===== config.mk =====
export PLATFORM = sky130hd
export DESIGN_NAME = pkt_ready_tracker
export DESIGN_NICKNAME = d
export VERILOG_FILES = /design/src/rtl/prt_pkg.sv /design/src/rtl/prt_mode_reg.sv /design/src/rtl/prt_pkt_counter.sv /design/src/rtl/prt_poll_seq.sv /design/src/rtl/pkt_ready_tracker.sv
export SDC_FILE = /design/constraint.sdc
export NUM_CORES = 1
export LEC_CHECK = 0
export ABC_AREA = 1
export ABC_CLOCK_PERIOD_IN_PS = 5900
export BUFFER_PORTS_ARGS = -buffer_cell sky130_fd_sc_hd__buf_2
export CAP_MARGIN = 40
export CORE_MARGIN = 5
export CORE_UTILIZATION = 64
export CTS_BUF_LIST = sky130_fd_sc_hd__clkbuf_4 sky130_fd_sc_hd__clkbuf_8
export DETAILED_ROUTE_END_ITERATION = 12
export GPL_TIMING_DRIVEN = 0
export PLACE_DENSITY_LB_ADDON = 0.08
export REMOVE_ABC_BUFFERS = 1
export SYNTH_ARGS = -nofsm -noshare
export SYNTH_HDL_FRONTEND = slang
export SYNTH_SLANG_ARGS = --single-unit

===== constraint.sdc =====
create_clock -name clk -period 5.9 [get_ports clk]
set_clock_uncertainty 0.05 [all_clocks]
set_input_delay 0.59 -clock clk [delete_from_list [all_inputs] [get_ports clk]]
set_output_delay 0.59 -clock clk [all_outputs]
set_load 0.03 [all_outputs]

===== src/rtl/prt_pkg.sv =====
package prt_pkg;
  typedef enum logic {
    BUS_DIRECT = 1'b0,
    BUS_POLLED = 1'b1
  } bus_mode_e;

  typedef struct packed {
    logic      pkt;
    bus_mode_e bus;
  } mode_t;
endpackage


===== src/rtl/prt_mode_reg.sv =====
module prt_mode_reg
  import prt_pkg::*;
(
  input  logic  clk,
  input  logic  rst_n,
  input  logic  mrs,
  input  logic  pkt_in,
  input  logic  flag_in,
  output mode_t mode_o
);
  mode_t mode_q, mode_d;

  always_comb begin
    mode_d     = mode_q;
    mode_d.pkt = pkt_in;
    mode_d.bus = bus_mode_e'(flag_in);
  end

  always_ff @(posedge clk or negedge rst_n) begin
    if (!rst_n) begin
      mode_q <= '{pkt: 1'b0, bus: BUS_DIRECT};
    end else if (mrs) begin
      mode_q <= mode_d;
    end
  end

  assign mode_o = mode_q;
endmodule


===== src/rtl/prt_pkt_counter.sv =====
module prt_pkt_counter #(
  parameter int CW = 4
) (
  input  logic          clk,
  input  logic          rst_n,
  input  logic          clr,
  input  logic          inc,
  input  logic          dec,
  output logic [CW-1:0] cnt,
  output logic          nz
);
  logic [CW-1:0] cnt_q, cnt_d;
  logic          cnt_en;

  assign cnt_en = clr | (inc ^ dec);

  always_comb begin
    if (clr)      cnt_d = '0;
    else if (inc) cnt_d = cnt_q + CW'(1);
    else          cnt_d = cnt_q - CW'(1);
  end

  always_ff @(posedge clk or negedge rst_n) begin
    if (!rst_n)      cnt_q <= '0;
    else if (cnt_en) cnt_q <= cnt_d;
  end

  assign cnt = cnt_q;
  assign nz  = |cnt_q;
endmodule


===== src/rtl/prt_poll_seq.sv =====
module prt_poll_seq #(
  parameter int NGRP = 2,
  parameter int GW   = 1
) (
  input  logic          clk,
  input  logic          rst_n,
  input  logic          clr,
  input  logic          step,
  output logic [GW-1:0] grp
);
  logic [GW-1:0] grp_q, grp_d;
  logic          grp_en;

  assign grp_en = clr | step;

  always_comb begin
    if (clr || grp_q == GW'(NGRP - 1)) grp_d = '0;
    else                               grp_d = grp_q + GW'(1);
  end

  always_ff @(posedge clk or negedge rst_n) begin
    if (!rst_n)      grp_q <= '0;
    else if (grp_en) grp_q <= grp_d;
  end

  assign grp = grp_q;
endmodule


===== src/rtl/pkt_ready_tracker.sv =====
module pkt_ready_tracker
  import prt_pkg::*;
#(
  parameter int NQ    = 4,
  parameter int GROUP = 2,
  parameter int CW    = 4,
  localparam int QW   = (NQ > 1) ? $clog2(NQ) : 1,
  localparam int NGRP = NQ / GROUP,
  localparam int GW   = (NGRP > 1) ? $clog2(NGRP) : 1
) (
  input  logic             clk,
  input  logic             rst_n,
  input  logic             mrs,
  input  logic             pkt_mode_in,
  input  logic             flag_mode_in,
  input  logic             wr_en,
  input  logic [QW-1:0]    wr_q,
  input  logic             wr_eop,
  input  logic             rd_en,
  input  logic [QW-1:0]    rd_q,
  input  logic             rd_eop,
  input  logic             ov_n,
  input  logic [GW-1:0]    grp_sel,
  output logic             pr_n,
  output logic             rd_grant,
  output logic [GROUP-1:0] pr_bus_n,
  output logic [GW-1:0]    pr_grp
);
  mode_t            mode;
  logic             pkt_on;
  logic             poll_on;
  logic [NQ-1:0]    cnt_nz;
  logic [NQ*CW-1:0] cnt_flat;
  logic [GW-1:0]    poll_grp;
  logic [GROUP-1:0] grp_ready;
  logic             sel_ready;

  prt_mode_reg u_mode (
    .clk     (clk),
    .rst_n   (rst_n),
    .mrs     (mrs),
    .pkt_in  (pkt_mode_in),
    .flag_in (flag_mode_in),
    .mode_o  (mode)
  );

  assign pkt_on  = mode.pkt;
  assign poll_on = mode.pkt & (mode.bus == BUS_POLLED);

  // Per-queue complete-packet counters
  for (genvar q = 0; q < NQ; q++) begin : g_queue
    logic inc, dec;
    assign inc = pkt_on & wr_en & wr_eop & (wr_q == QW'(q));
    assign dec = pkt_on & rd_grant & rd_eop & (rd_q == QW'(q));
    prt_pkt_counter #(.CW(CW)) u_cnt (
      .clk   (clk),
      .rst_n (rst_n),
      .clr   (mrs),
      .inc   (inc),
      .dec   (dec),
      .cnt   (cnt_flat[q*CW +: CW]),
      .nz    (cnt_nz[q])
    );
  end

  // Discrete ready and read gating for the read-selected queue
  assign sel_ready = pkt_on & cnt_nz[rd_q];
  assign pr_n      = ~sel_ready;
  assign rd_grant  = rd_en & (~pkt_on | (sel_ready & ~ov_n));

  // Ready bus: direct select or polled sequence
  prt_poll_seq #(.NGRP(NGRP), .GW(GW)) u_poll (
    .clk   (clk),
    .rst_n (rst_n),
    .clr   (mrs),
    .step  (poll_on),
    .grp   (poll_grp)
  );

  assign pr_grp = poll_on ? poll_grp : grp_sel;

  always_comb begin
    grp_ready = '0;
    for (int g = 0; g < NGRP; g++) begin
      if (pr_grp == GW'(g)) grp_ready = cnt_nz[g*GROUP +: GROUP];
    end
  end

  assign pr_bus_n = ~(grp_ready & {GROUP{pkt_on}});
endmodule


==> metrics.txt <==
Crit path max-delay family compound AO/OA/AOI/OAI gates; maximum vdd drop 131 uV; final hold violations 0; Reg2Reg Capture Point g_queue[0].u_cnt.cnt[3]$_DFFE_PN0P_; TritonCTS clock tree yes; drt pass-1 iters 4; Global Route Usage Sum 22.7%; syn avg cell area 7.57 um2; Clock Pin Slew Worst Setup and Hold Paths 0.12 ns; post-synthesis sequential area ratio 30.5%; Finish-stage setup viols 0; RSZ-0062 raised after global routing false; final worst path period need 2.47 ns; number of global-route vias before repair 1462; top_reg_cell synth dfrtp_1; Final TNS setup 0 ns; startpoint type of the worst setup path flop; max-cap violation count 0; WL final 3510 um; status completed; Num Clock Sinks 19; Rows 17; crit path cell chain nand2_1, inv_1, o21ai_0, a31oi_1, o21ai_0, buf_2; post-route ant nets 0; Initial Util 68.6%; Yosys cell types 22; total number of vias 1484; relative slew slack 42.7%; Worst Tran Pin Value 0.855 ns; total core area 2280 um2; setup bufs post-CTS 0; cell count after synthesis 206; synth cell count leaders inv_1, nand2_1, nand3_1, nand4_1, dfrtp_1; average wire per cell in the routed design 13.9 um; initial antenna violation count 0; Worst-Skew Late Latency 0.30 ns; Remaining Overflow, GRT 0; dominant cells by area after synthesis dfrtp_1, nand4_1, nand3_1; crit-path max cell delay 0.49 ns; post-synthesis async set-or-reset flop share 100%; ANT cells 0; total die area 3530 um2; I/O pins 20; critical path capture point type primary output; RD Place Congestion 0.887; maximum clock path buffer count 2; Tcrit/Tclk final 41.8%; WP buf/inv 2; IO Port Bufs 19; root buf cell clkbuf_4; Post-synth EDFFs 0; DIE HEIGHT 59.4 um; cell depth of the worst flop-to-flop path 9; Die X 59.4 um; Min-Delay Path Class input pin to asynchronous set/reset pin; Critical R2R Launch u_mode.mode_o[1]$_DFFE_PN0P_; Post-Layout Cell Count 253; P&R area growth vs syn 8.58%; hold buffers post-CTS 0; reg2reg setup slack 3.63 ns; Cell Area, Synth 1560 um2; most used cell, CP o21ai_0; CTS resizes 0; Synth top area share 30.5%; H-Tree Depth 1; cts bufs inserted 3; pwr dens 162 nW/um2; worst endpoint required time 5.26 ns; Via density 5.87; pin count of the biggest net entering global routing 35; Worst EP arrival 1.83 ns; Placed Instances 249; HPWL after DPL 2730 um; LEAKAGE 0.923 nW; critical path start-end classification flop to primary output; crit path max fanout 9; critical path launch point u_mode.mode_o[1]$_DFFE_PN0P_; Fmax 406 MHz; Crit-path slowest cell dfrtp_1; Residual DRC 0; share of cells above drive strength 1 17.8%; max-slew violations 0; register bit total from synthesis 19; most frequent cell after synthesis inv_1; Initial DRC Count 85; first-pass GRT wire length 6150 um; Warnings, synthesis 0; Final #Nets 253; Synth area leader dfrtp_1
cells in the final DEF (no fill, tap or decap), drive strengths merged:
cell type	n
o21ai	9
fa	4
a21oi	5
dfrtp	19
xor2	4
clkbuf	4
a21boi	1
xnor2	8
nand3	30
inv	34
ha	8
nor2	14
and3	1
clkinv	1
nand2	41
nand4	21
buf	19
a31oi	2
worst max-delay path by stage:
stage,end,depth (start not counted),slack [ns]
4_1_cts,pr_bus_n[0],6,3.42
3_3_place_gp,g_queue[3].u_cnt.cnt[3]$_DFFE_PN0P_,10,3.62
3_5_place_dp,g_queue[0].u_cnt.cnt[3]$_DFFE_PN0P_,10,3.50
2_1_floorplan,pr_bus_n[0],3,3.17
5_1_grt,pr_bus_n[0],6,3.25
6_report,pr_bus_n[1],6,3.43
layout make-up:
class	count	area, um2
tap	28	35.0
clock buffer	4	30.0
multi-input combinational	148	927
sequential	19	475
timing repair buffer	19	95.1
inverter	35	131
fill	170	582
state kept, by name, summed over array words and instances, names as in the netlist:
register,cells
g_queue.u_cnt.cnt,16
u_poll.grp,1
u_mode.mode_o,2
kinds of logic (layout without fill, tap and decap cells):
kind of cell,Yosys count,count (layout),synth area share (%)
flops,19,19,30.5
fa+ha+maj,12,12,11.5
buf+inv,39,58,10.1
xor+xnor,12,12,6.74
compound gates,17,17,5.77
simple gates,107,107,35.4
stage by stage:
step                total power [mW]  hold slack [ns]  setup slack, ns  cell area, um2  util (%)
floorplan                      0.182            0.244             3.17            1530         -
global placement               0.199            0.401             3.62            1660      73.1
detailed placement             0.203            0.410             3.50            1660      73.1
CTS                            0.275            0.173             3.42            1690      74.4
global route                   0.291            0.179             3.25            1690      74.4
finish                         0.275            0.156             3.43            1690      74.4
report_power, final:
part,switching [mW],internal [mW]
sequential,0.00470,0.134
clock,0.0433,0.0309
combinational,0.0408,0.0207
per-layer routing:
metal  global-route usage [%]  routed length, um  up-vias
met5                        0                  0        -
met4                     8.41                 53        0
met3                     3.49                144        6
met2                     39.9               1800       39
met1                     27.7               1510      713
li1                         -                  -      726
(Power assumes the default switching activity.)
